## config.mk

```make
export PLATFORM = sky130hd
export DESIGN_NAME = lrc_chain
export DESIGN_NICKNAME = d
export VERILOG_FILES = /design/src/rtl/lrc_pkg.sv /design/src/rtl/lrc_phy_reset.sv /design/src/rtl/lrc_ident_ctrl.sv /design/src/rtl/lrc_conn_ctrl.sv /design/src/rtl/lrc_hreset_gate.sv /design/src/rtl/lrc_chain.sv
export SDC_FILE = /design/constraint.sdc
export NUM_CORES = 1
export LEC_CHECK = 0
export BUFFER_PORTS_ARGS = -buffer_cell sky130_fd_sc_hd__buf_2
export CORE_AREA = 4 4 41 43
export CTS_BUF_LIST = sky130_fd_sc_hd__clkbuf_16
export DETAILED_ROUTE_END_ITERATION = 8
export DIE_AREA = 0 0 45 47
export PLACE_DENSITY = 0.58
export SYNTH_ARGS = -nofsm -noshare
export SYNTH_HDL_FRONTEND = slang
export SYNTH_SLANG_ARGS = --single-unit
```

## constraint.sdc

```tcl
create_clock -name clk -period 1.4 [get_ports clk]
set_clock_uncertainty 0.05 [all_clocks]
set_input_delay 0.14 -clock clk [delete_from_list [all_inputs] [get_ports clk]]
set_output_delay 0.14 -clock clk [all_outputs]
set_load 0.05 [all_outputs]
```

## src/rtl/lrc_pkg.sv

```systemverilog
package lrc_pkg;

    typedef enum logic [1:0] {
        PHY_SETUP = 2'd0,
        PHY_OOB   = 2'd1,
        PHY_READY = 2'd2
    } phy_st_e;

    typedef enum logic {
        ID_IDLE   = 1'b0,
        ID_ACTIVE = 1'b1
    } id_st_e;

    typedef enum logic {
        CC_IDLE = 1'b0,
        CC_OPEN = 1'b1
    } cc_st_e;

    typedef struct packed {
        logic not_ready;
        logic disabled;
        logic closed;
    } chain_conf_t;

    function automatic logic link_down(input logic cominit, input logic lost);
        return cominit | lost;
    endfunction

    function automatic logic chain_busy(input chain_conf_t c, input logic evt);
        return evt | c.not_ready | c.disabled | c.closed;
    endfunction

endpackage

```

## src/rtl/lrc_phy_reset.sv

```systemverilog
module lrc_phy_reset
    import lrc_pkg::*;
(
    input  logic    clk,
    input  logic    rst,
    input  logic    link_evt,
    input  logic    phy_ready,
    output logic    not_ready,
    output phy_st_e state
);
    phy_st_e state_d;
    logic    nr_d;

    always_comb begin
        state_d = state;
        nr_d    = 1'b0;
        if (link_evt) begin
            state_d = PHY_OOB;
            nr_d    = (state != PHY_OOB);
        end else if (phy_ready) begin
            state_d = PHY_READY;
        end
    end

    always_ff @(posedge clk) begin
        if (rst) begin
            state     <= PHY_SETUP;
            not_ready <= 1'b0;
        end else begin
            state     <= state_d;
            not_ready <= nr_d;
        end
    end
endmodule

```

## src/rtl/lrc_ident_ctrl.sv

```systemverilog
module lrc_ident_ctrl
    import lrc_pkg::*;
(
    input  logic   clk,
    input  logic   rst,
    input  logic   not_ready,
    input  logic   phy_is_up,
    input  logic   ident_done,
    output logic   disabled,
    output id_st_e state
);
    id_st_e state_d;
    logic   dis_d;

    always_comb begin
        state_d = state;
        dis_d   = 1'b0;
        if (not_ready) begin
            state_d = ID_IDLE;
            dis_d   = (state == ID_ACTIVE);
        end else if (state == ID_IDLE && ident_done && phy_is_up) begin
            state_d = ID_ACTIVE;
        end
    end

    always_ff @(posedge clk) begin
        if (rst) begin
            state    <= ID_IDLE;
            disabled <= 1'b0;
        end else begin
            state    <= state_d;
            disabled <= dis_d;
        end
    end
endmodule

```

## src/rtl/lrc_conn_ctrl.sv

```systemverilog
module lrc_conn_ctrl
    import lrc_pkg::*;
(
    input  logic   clk,
    input  logic   rst,
    input  logic   disable_cmd,
    input  logic   id_is_active,
    input  logic   conn_open,
    output logic   closed,
    output cc_st_e state
);
    cc_st_e state_d;
    logic   cl_d;

    always_comb begin
        state_d = state;
        cl_d    = 1'b0;
        if (disable_cmd) begin
            state_d = CC_IDLE;
            cl_d    = (state == CC_OPEN);
        end else if (state == CC_IDLE && conn_open && id_is_active) begin
            state_d = CC_OPEN;
        end
    end

    always_ff @(posedge clk) begin
        if (rst) begin
            state  <= CC_IDLE;
            closed <= 1'b0;
        end else begin
            state  <= state_d;
            closed <= cl_d;
        end
    end
endmodule

```

## src/rtl/lrc_hreset_gate.sv

```systemverilog
module lrc_hreset_gate
    import lrc_pkg::*;
(
    input  logic        clk,
    input  logic        rst,
    input  logic        hr_level,
    input  logic        link_evt,
    input  chain_conf_t conf,
    output logic        hr_rcvd
);
    logic level_q;
    logic pending;
    logic request;
    logic busy;

    assign request = hr_level & ~level_q;
    assign busy    = chain_busy(conf, link_evt);

    always_ff @(posedge clk) begin
        if (rst) begin
            level_q <= 1'b0;
            pending <= 1'b0;
            hr_rcvd <= 1'b0;
        end else begin
            level_q <= hr_level;
            if ((pending | request) && !busy) begin
                hr_rcvd <= 1'b1;
                pending <= 1'b0;
            end else begin
                hr_rcvd <= 1'b0;
                pending <= pending | request;
            end
        end
    end
endmodule

```

## src/rtl/lrc_chain.sv

```systemverilog
module lrc_chain
    import lrc_pkg::*;
(
    input  logic clk,
    input  logic rst,
    input  logic cominit_rx,
    input  logic sync_lost,
    input  logic phy_ready,
    input  logic ident_done,
    input  logic conn_open,
    input  logic hard_reset_det,
    output logic phy_not_ready,
    output logic phy_disabled,
    output logic conn_closed,
    output logic hard_reset_rcvd,
    output logic phy_up,
    output logic ident_active,
    output logic conn_active
);
    phy_st_e     phy_st;
    id_st_e      id_st;
    cc_st_e      cc_st;
    chain_conf_t conf;
    logic        evt;

    assign evt = link_down(cominit_rx, sync_lost);

    lrc_phy_reset u_phy (
        .clk       (clk),
        .rst       (rst),
        .link_evt  (evt),
        .phy_ready (phy_ready),
        .not_ready (conf.not_ready),
        .state     (phy_st)
    );

    lrc_ident_ctrl u_ident (
        .clk        (clk),
        .rst        (rst),
        .not_ready  (conf.not_ready),
        .phy_is_up  (phy_st == PHY_READY),
        .ident_done (ident_done),
        .disabled   (conf.disabled),
        .state      (id_st)
    );

    lrc_conn_ctrl u_conn (
        .clk          (clk),
        .rst          (rst),
        .disable_cmd  (conf.disabled),
        .id_is_active (id_st == ID_ACTIVE),
        .conn_open    (conn_open),
        .closed       (conf.closed),
        .state        (cc_st)
    );

    lrc_hreset_gate u_hr (
        .clk      (clk),
        .rst      (rst),
        .hr_level (hard_reset_det),
        .link_evt (evt),
        .conf     (conf),
        .hr_rcvd  (hard_reset_rcvd)
    );

    assign phy_not_ready = conf.not_ready;
    assign phy_disabled  = conf.disabled;
    assign conn_closed   = conf.closed;
    assign phy_up        = (phy_st == PHY_READY);
    assign ident_active  = (id_st == ID_ACTIVE);
    assign conn_active   = (cc_st == CC_OPEN);
endmodule

```

## Word-level counts from Yosys, hierarchy flattened

Cells that the tools add are included.

| storage, ports and cells | value |
|---|---|
| ROM bits | 0 |
| memory bits (writable) | 0 |
| output and inout port bits | 7 |
| input port bits | 8 |
| word-level logic and storage cells | 41 |
| flip-flop bits (word level) | 10 |
| memories kept | 0 |
| latch bits | 0 |

| cells by class | value |
|---|---|
| shift operators | 0 |
| equal/unequal tests | 2 |
| $mul | 0 |
| magnitude comparators | 0 |
| add/subtract/negate cells | 0 |
| bitwise operators | 12 |
| reduce and logical (&&, ||, !) cells | 14 |
| div/mod/pow operators | 0 |
| muxes and demuxes | 3 |

Operator list:

| kind | number |
|---|---|
| 2-bit OR reduction | 7 |
| 1-bit NOT | 6 |
| 1-bit logical AND | 5 |
| 1-bit OR | 5 |
| 1-bit two-way mux | 3 |
| 2-bit equality test, second input constant | 1 |
| 2-bit by 1-bit inequality test with 1-bit output, second input constant | 1 |
| 2-bit nonzero test | 1 |
| 1-bit AND | 1 |
| 1-bit logical NOT | 1 |

## Logic depth before layout (Yosys ltp)

Gate-level depths: netlist (run 1).

| logic depth | value |
|---|---|
| word-level depth | 7 |
| gate-level depth with buffers | 2 |
| gate-level depth less buffers | 2 |

## Cells and area by module

From an unflattened synthesis (run 1), not the netlist that was laid out.

| unflattened totals | value |
|---|---|
| cell total of the unflattened synthesis | 32 |
| area, all modules | 350.3 um^2 |

By module, submodules not included:

| module | cells each | instances | area each (um^2) | seq. area each (um^2) |
|---|---|---|---|---|
| lrc_hreset_gate | 10 | 1 | 110.1 | 60.1 |
| lrc_phy_reset | 10 | 1 | 100.1 | 60.1 |
| lrc_conn_ctrl | 5 | 1 | 63.8 | 40.0 |
| lrc_ident_ctrl | 5 | 1 | 63.8 | 40.0 |
| lrc_chain | 2 | 1 | 12.5 | 0.0 |

## Worst setup path before layout (run 1)

OpenSTA, ideal clock, no wires.

| path | value |
|---|---|
| path type | register to register |
| from | register u_ident.disabled |
| to | register u_hr.hr_rcvd |
| required time | 1.247 ns |
| slack | -0.126 ns |
| stages on the path, launching flop included | 3 |
| data arrival time | 1.372 ns |
| clock period less this slack | 1.526 ns |
| cell sequence | dfxtp_1 -> or4_1 -> a2111oi_2 |

| between the ends | value |
|---|---|
| longest elaborated chain between the ends | 5 |

Ends and longest elaborated chain:

| element | RTL line | text |
|---|---|---|
| from (decl) | lrc_ident_ctrl.sv:9 | `output logic disabled,` |
| from (signal assigned) | lrc_ident_ctrl.sv:32 | `disabled <= dis_d;` |
| 1-bit OR (2 in series) | lrc_pkg.sv:30 | `return evt \| c.not_ready \| c.disabled \| c.closed;` |
| 1-bit logical NOT | lrc_hreset_gate.sv:26 | `if ((pending \| request) && !busy) begin` |
| 1-bit logical AND | lrc_hreset_gate.sv:26 |  |
| 1-bit two-way mux | lrc_hreset_gate.sv:26 |  |
| to (signal assigned) | lrc_hreset_gate.sv:23 | `hr_rcvd <= 1'b0;` |
| to (signal assigned) | lrc_hreset_gate.sv:27 | `hr_rcvd <= 1'b1;` |
| to (signal assigned) | lrc_hreset_gate.sv:30 | `hr_rcvd <= 1'b0;` |
| to (decl) | lrc_hreset_gate.sv:9 | `output logic hr_rcvd` |

Every way passes these cells.
A chain may end at the register's enable or synchronous reset.

## Worst setup path after layout (run 1)

Ends and elaborated chain as after synthesis.

==> impl_metrics.tcl, run 1 <==
set metrics [dict create \
    synth_xor_area_share_pct 0 \
    maxCapViolations 0 \
    synth_top_family_by_area "simple AND/OR/NAND/NOR gates" \
    grt_pass1_vias 274 \
    slowest_delay_ns 0.54 \
    grt_pass1_wl_um 1110 \
    yosysWarnings 0 \
    cts_resized 0 \
    p_total_mw 0.849 \
    design_area_um2 517 \
    avgSynthCellArea_um2 10.2 \
    setup_viol 0 \
    syn_inst 34 \
    rsz0062_at_grt "no" \
    n_antenna_cell 0 \
    synth_top_area_share_pct 57.6 \
    coreArea_mm2 0.00130 \
    fin_crit_sh_pct 87.5 \
    die_area_mm2 0.00212 \
    gp_congestion 0.640 \
    drt.antenna.violating_nets 0 \
    port_buffers 14 \
    pin_count 15 \
    cts_hold_repair.buffers 0 \
    status "completed" \
    synth_cell_types 15 \
    ys_ff_latch 10 \
    clock_sinks 10 \
    vdd_drop_max_v 0.000872 \
    cts-buffers-inserted 3 \
    start_util_pct 26.7 \
    fmax_ghz 0.816 \
    area_growth_pct 48.6 \
    die-width_um 45 \
    synth_seq_area_share_pct 57.6 \
    relSlewSlack_pct 83.3 \
    synth_mux_area_share_pct 0 \
    crit_fanout 5 \
    power.leakage_nw 0.234 \
    end_kind "register" \
    wl_per_cell_um 10.2 \
    crit_family "simple AND/OR/NAND/NOR gates" \
    cpMaxStageDelayCell "or4_1" \
    cellPowerDensity_mw_per_mm2 1640 \
    path_clk_slew_ns 0.04 \
    slew_violations 0 \
    synth_compound_area_share_pct 11.9 \
    netlist_area_um2 348 \
    die_y_um 47 \
    hold_viol_final 0 \
    wl_um 675 \
    clk_latency_ns 0.23 \
    nNetsFinal 60 \
    grt_usage_pct 8.09 \
    cp.required_ns 1.48 \
    viasPerCell 4.42 \
    synth_fa_ha_area_share_pct 0 \
    postCtsSetupRepairBufs 0 \
    vias 292 \
    cts_tree "yes" \
    arrival_ns 1.31 \
    synth.net_count 42 \
    fin_util_pct 39.7 \
    period_needed_ns 1.23 \
    placed_area_um2 438 \
    synth_largest_area_cell "dfxtp_1" \
    path_cells "or4_1 > a2111oi_2" \
    crit_buf_inv 0 \
    tns_ns 0 \
    crit_type "reg2reg" \
    antenna_found_initial 0 \
    crit_path_start_kind "register" \
    synthTopCellsByArea "dfxtp_1, nor2b_1, nor3_1" \
    num_rows 13 \
    drive_above_1_share_pct 41.2 \
    root_buffer "clkbuf_16" \
    dpl.hpwl_um 529 \
    drt_pass1_iterations 4 \
    initialDrtViolationCount 3 \
    grt-ovfl-total 0 \
    hold_class "in2reg" \
    clk_path_buf_depth 2 \
    worst_pin_slew_ns 0.253 \
    synth-simple-area-share_pct 26.3 \
    cts_htree_levels 1 \
    drc_errors 0 \
    grt_max_degree 11 \
]
[synthesized netlist by cell type]
cell,instances
nor4_1,2
and3b_2,1
nor2_1,2
nand3b_1,1
a21oi_1,2
inv_1,3
a2111oi_2,1
nand2b_1,2
a221oi_1,1
clkbuf_1,1
a211oi_1,1
or4_1,1
dfxtp_1,10
nor2b_1,3
nor3_1,3
[final timing paths]
kind / start / to / cells past startpoint / slack, ns
max: u_ident.disabled / u_hr.hr_rcvd / 2 / 0.17
min: cominit_rx / u_phy.state[1] / 2 / 0.07
max reg2reg: u_ident.disabled / u_hr.hr_rcvd / 2 / 0.17
min reg2reg: u_ident.disabled / u_conn.state / 1 / 0.39
[per-layer routing]
| layer | vias up | global-route usage [%] | share of wire, % |
|---|---|---|---|
| met5 | - | 0 | 0 |
| met4 | 0 | 3.51 | 0 |
| met3 | 0 | 7.66 | 15 |
| met2 | 14 | 11.6 | 40 |
| met1 | 126 | 8.05 | 45 |
| li1 | 152 | - | - |
[final cells by class]
type                            instances  area [um^2]
Clock buffer                            3         75.1
Clock inverter                          1         3.75
Fill cell                             153          785
Inverter                                3         11.3
Multi-Input combinational cell         20          133
Sequential cell                        10          205
Tap cell                               15         18.8
Timing Repair Buffer                   14         70.1
[placed cells by master (no fill, tap or decap)]
master and instances:
and3b_2 1, inv_1 4, nand3b_1 1, nor4_1 2, a21oi_1 2, dfxtp_1 8
nor3_1 3, clkbuf_16 3, dfxtp_2 1, a211oi_1 1, a221oi_1 1, dfxtp_4 1
buf_2 14, nand2b_1 2, nor2_1 2, a2111oi_2 1, or4_1 1, nor2b_1 3
[report_power, final]
part	total (mW)	leakage [nW]	switching, mW	internal [mW]
sequential	0.301	0.0832	0.00609	0.295
combinational	0.0551	0.108	0.0345	0.0207
clock	0.493	0.0423	0.120	0.373
total	0.849	0.234	0.161	0.688
[per-stage QoR]
step                      std cells  hold slack (ns)  worst slack [ns]
final                            66           0.0674             0.174
after global placement           62            0.307            0.0673
after floorplan                  34            0.167            0.0103
after detailed placement         62            0.309            0.0492
after CTS                        66           0.0670            0.0400
after global routing             66           0.0699            0.0913
[registers in the layout, indices dropped and copies added (netlist names)]
name and flops:
u_phy.state 2, u_conn.closed 1, u_conn.state 1, u_hr.hr_rcvd 1, u_hr.level_q 1, u_hr.pending 1, u_ident.disabled 1, u_ident.state 1
u_phy.not_ready 1
[cell families (layout without fill, tap and decap cells)]
group                  count (synthesis)  count (layout)
flip-flops                            10              10
AND/OR/NAND/NOR                       15              15
AO/OA/AOI/OAI                          5               5
buffers and inverters                  4              21
Power figures use the tool's default switching activity.
==> run 2, diff against run 1 <==
==> constraint.sdc (replaced) <==
create_clock -name clk -period 1.4 [get_ports clk]
set_clock_uncertainty 0.05 [all_clocks]
set_input_delay 0.35 -clock clk [delete_from_list [all_inputs] [get_ports clk]]
set_output_delay 0.35 -clock clk [all_outputs]
set_load 0.05 [all_outputs]
==> run 2 against run 1 <==
Compared with the run above: core utilization is 1.9 points higher; final cell count up 4.5%; via count rose by 7.2%; worst hold slack better by 0.24 ns; global-route usage rose by 0.96 points; first-iteration DRC count up 33%; clock power rose by 2%; design area up 4.8%; setup slack got worse by 0.11 ns.
==> impl_metrics.tcl, run 2 (synthesis results as in run 1) <==
set metrics [dict create \
    status "completed" \
    antenna_found_initial 0 \
    period_needed_ns 1.34 \
    placed_area_um2 460 \
    viasPerCell 4.54 \
    crit_fanout 2 \
    wl_um 777 \
    slew_violations 0 \
    layout.cells.most_common_list "buf_2, dfxtp_1, buf_4" \
    maxCapViolations 0 \
    arrival_ns 1.41 \
    grt_pass1_wl_um 1280 \
    design_area_um2 542 \
    drt_pass1_iterations 2 \
    start_util_pct 26.7 \
    layout_commonest_cell "buf_2" \
    cts-buffers-inserted 3 \
    crit_path_start_kind "register" \
    cts_tree "yes" \
    relSlewSlack_pct 80.6 \
    seq_area_um2 203 \
    cellPowerDensity_mw_per_mm2 1600 \
    clk_path_buf_depth 2 \
    postCtsSetupRepairBufs 0 \
    worst_pin_slew_ns 0.288 \
    setup_viol 0 \
    die-width_um 45 \
    regMostFlops "u_phy.state" \
    drc_errors 0 \
    coreArea_mm2 0.00130 \
    root_buffer "clkbuf_16" \
    fmax_ghz 0.748 \
    cts_resized 0 \
    drive_above_1_share_pct 46.3 \
    whs_ns 0.303 \
    largest_register_ffs 2 \
    cp.required_ns 1.48 \
    dpl.hpwl_um 554 \
    die_y_um 47 \
    drt.antenna.violating_nets 0 \
    fillers 140 \
    clk_latency_ns 0.23 \
    vias 313 \
    gp_congestion 0.748 \
    num_rows 13 \
    grt_max_degree 11 \
    wl_per_cell_um 11.3 \
    hold_class "in2reg" \
    path_clk_slew_ns 0.04 \
    pin_count 15 \
    cts_hold_repair.buffers 0 \
    rsz0062_at_grt "no" \
    multiInputGateArea_um2 135 \
    grt_usage_pct 9.05 \
    area_growth_pct 55.8 \
    die_area_mm2 0.00212 \
    port_buffers 14 \
    n_antenna_cell 0 \
    cts_htree_levels 1 \
    fin_crit_sh_pct 95.5 \
    grt_pass1_vias 311 \
    hold_viol_final 0 \
    clock_sinks 10 \
    grt-ovfl-total 0 \
    initialDrtViolationCount 4 \
    crit_type "reg2reg" \
    end_kind "register" \
    vdd_drop_max_v 0.000543 \
    power.leakage_nw 0.245 \
    nNetsFinal 63 \
]
-- run 2: where the power goes --
group / leakage (nW) / internal (mW) / switching, mW
logic: 0.123 / 0.0248 / 0.0355
clock network: 0.0385 / 0.374 / 0.130
registers: 0.0829 / 0.296 / 0.00660
total: 0.245 / 0.695 / 0.172
-- run 2: critical path: stages (launching register included) --
cell and delay (ns):
dfxtp_2 0.31, or4_1 0.53, a2111oi_2 0.34
-- run 2: worst paths after layout --
check                                        end             start  slack [ns]  cells past startpoint
worst max register to register      u_hr.hr_rcvd  u_ident.disabled        0.06                      2
worst min-delay path                u_hr.level_q    hard_reset_det        0.30                      2
worst max-delay path                u_hr.hr_rcvd  u_ident.disabled        0.06                      2
worst min register to register  u_ident.disabled     u_ident.state        0.43                      2
-- run 2: area by class of cell --
cell class              count  share of cell area (%)
clock inverters             1                   0.693
repair buffers             17                    17.6
inverters                   3                    2.08
flip-flops and latches     10                    37.4
multi-input cells          20                    24.9
well taps                  15                    3.46
clock buffers               3                    13.9
-- run 2: routing by layer --
layer / GRT usage [%] / wire length [um]
met5: 0 / 0
met4: 8.77 / 0
met3: 3.45 / 57
met2: 11.9 / 326
met1: 11.1 / 393
-- run 2: metrics by stage --
| stage | utilization [%] | TNS (ns) | power, mW | setup slack (ns) | instances |
|---|---|---|---|---|---|
| finish | 41.6 | 0 | 0.867 | 0.0636 | 69 |
| global route | 41.6 | 0 | 0.904 | 0.0142 | 69 |
| CTS | 41.4 | 0 | 0.882 | 0.00374 | 69 |
| detailed placement | 35.4 | -0.0470 | 0.367 | -0.0470 | 65 |
| global placement | 35.4 | -0.00979 | 0.367 | -0.00979 | 65 |
| floorplan | - | -0.0126 | 0.344 | -0.0126 | 34 |
==> run 3, diff against run 2 <==
--- a/config.mk
+++ b/config.mk
@@ -10,6 +10,7 @@
 export CTS_BUF_LIST = sky130_fd_sc_hd__clkbuf_16
 export DETAILED_ROUTE_END_ITERATION = 8
 export DIE_AREA = 0 0 45 47
+export MAX_ROUTING_LAYER = met4
 export PLACE_DENSITY = 0.58
 export SYNTH_ARGS = -nofsm -noshare
 export SYNTH_HDL_FRONTEND = slang
==> run 3 against run 2 <==
Compared with the run above: setup slack barely moved; final cell count did not move; total power barely moved; sequential share of layout area did not move; fmax barely moved; critical path type unchanged; worst hold slack barely moved; combinational power barely moved; routed wire length did not move; largest power group unchanged.
==> impl_metrics.tcl, run 3 (synthesis results as in run 1) <==
set metrics [dict create \
    area_growth_pct 55.8 \
    multiInputGateArea_um2 135 \
    wl_um 777 \
    grt_usage_pct 9.34 \
    start_util_pct 26.7 \
    coreArea_mm2 0.00130 \
    regMostFlops "u_phy.state" \
    maxCapViolations 0 \
    port_buffers 14 \
    rsz0062_at_grt "no" \
    fin_cells 69 \
    grt_pass1_vias 310 \
    initialDrtViolationCount 4 \
    slowest_delay_ns 0.53 \
    crit_path_start_kind "register" \
    hold_viol_final 0 \
    drt_pass1_iterations 2 \
    status "completed" \
    path_clk_slew_ns 0.04 \
    cpMaxStageDelayCell "or4_1" \
    wl_per_cell_um 11.3 \
    slew_violations 0 \
    placed_area_um2 460 \
    layout_commonest_cell "buf_2" \
    postCtsSetupRepairBufs 0 \
    cts_hold_repair.buffers 0 \
    dpl.hpwl_um 554 \
    worst_pin_slew_ns 0.288 \
    cp.required_ns 1.48 \
    setup_viol 0 \
    cellPowerDensity_mw_per_mm2 1600 \
    viasPerCell 4.54 \
    vdd_drop_max_v 0.000543 \
    end_kind "register" \
    drt.antenna.violating_nets 0 \
    die-width_um 45 \
    die_y_um 47 \
    place_inst 65 \
    largest_register_ffs 2 \
    arrival_ns 1.41 \
    p_total_mw 0.867 \
    cts_tree "yes" \
    grt_max_degree 11 \
    post-place-ws_ns -0.0470 \
    crit_fanout 2 \
    vias 313 \
    path_cells "or4_1 > a2111oi_2" \
    fillers 140 \
    fin_crit_sh_pct 95.5 \
    setup_ws_ns 0.0636 \
    design_area_um2 542 \
    power.leakage_nw 0.245 \
    seq_area_um2 203 \
    layout.cells.most_common_list "buf_2, dfxtp_1, buf_4" \
    fmax_ghz 0.748 \
    drive_above_1_share_pct 46.3 \
    drc_errors 0 \
    pin_count 15 \
    gp_congestion 0.758 \
    grt-ovfl-total 0 \
    cts-buffers-inserted 3 \
    cts_resized 0 \
    period_needed_ns 1.34 \
    cts_htree_levels 1 \
    n_antenna_cell 0 \
    relSlewSlack_pct 80.6 \
    grt_pass1_wl_um 1280 \
    root_buffer "clkbuf_16" \
    antenna_found_initial 0 \
    whs_ns 0.303 \
    clk_latency_ns 0.23 \
    crit_type "reg2reg" \
    clock_sinks 10 \
    num_rows 13 \
    nNetsFinal 63 \
    die_area_mm2 0.00212 \
    hold_class "in2reg" \
    clk_path_buf_depth 2 \
]
[run 3: cell counts in the layout (fill, tap and decap cells not counted)]
No cell type changed its count.
[run 3: cell type report]
type	count	area share, %
Clock buffer	3	13.9
Clock inverter	1	0.693
Inverter	3	2.08
Multi-Input combinational cell	20	24.9
Sequential cell	10	37.4
Tap cell	15	3.46
Timing Repair Buffer	17	17.6
[run 3: per-stage QoR]
step                utilization (%)  setup TNS [ns]
floorplan                         -         -0.0126
global placement               35.4        -0.00979
detailed placement             35.4         -0.0470
CTS                            41.4               0
global route                   41.6               0
finish                         41.6               0
[run 3: critical path, delay by kind of cell, from the launching register on]
kind | cells | cell delay [ns]
AND/OR/NAND/NOR | 1 | 0.53
AO/OA/AOI/OAI | 1 | 0.34
flip-flops | 1 | 0.31
[run 3: path summary, 6_finish.rpt]
| kind | startpoint | endpoint | slack [ns] | cells after the start |
|---|---|---|---|---|
| max | u_ident.disabled | u_hr.hr_rcvd | 0.06 | 2 |
| min | hard_reset_det | u_hr.level_q | 0.30 | 2 |
| max reg2reg | u_ident.disabled | u_hr.hr_rcvd | 0.06 | 2 |
| min reg2reg | u_ident.state | u_ident.disabled | 0.43 | 2 |
[run 3: per-layer routing]
metal | global-route usage, % | vias to the layer above | part of all wire, %
met2 | 11.9 | 12 | 42
met1 | 11.1 | 141 | 51
li1 | - | 160 | -
met3 | 3.45 | 0 | 7.6
met5 | - | - | 0
met4 | 8.77 | 0 | 0
[run 3: report_power, final]
part,total [mW],leakage (nW),internal [mW],switching [mW]
logic,0.0603,0.123,0.0248,0.0355
registers,0.303,0.0829,0.296,0.00660
clock network,0.504,0.0385,0.374,0.130
total,0.867,0.245,0.695,0.172
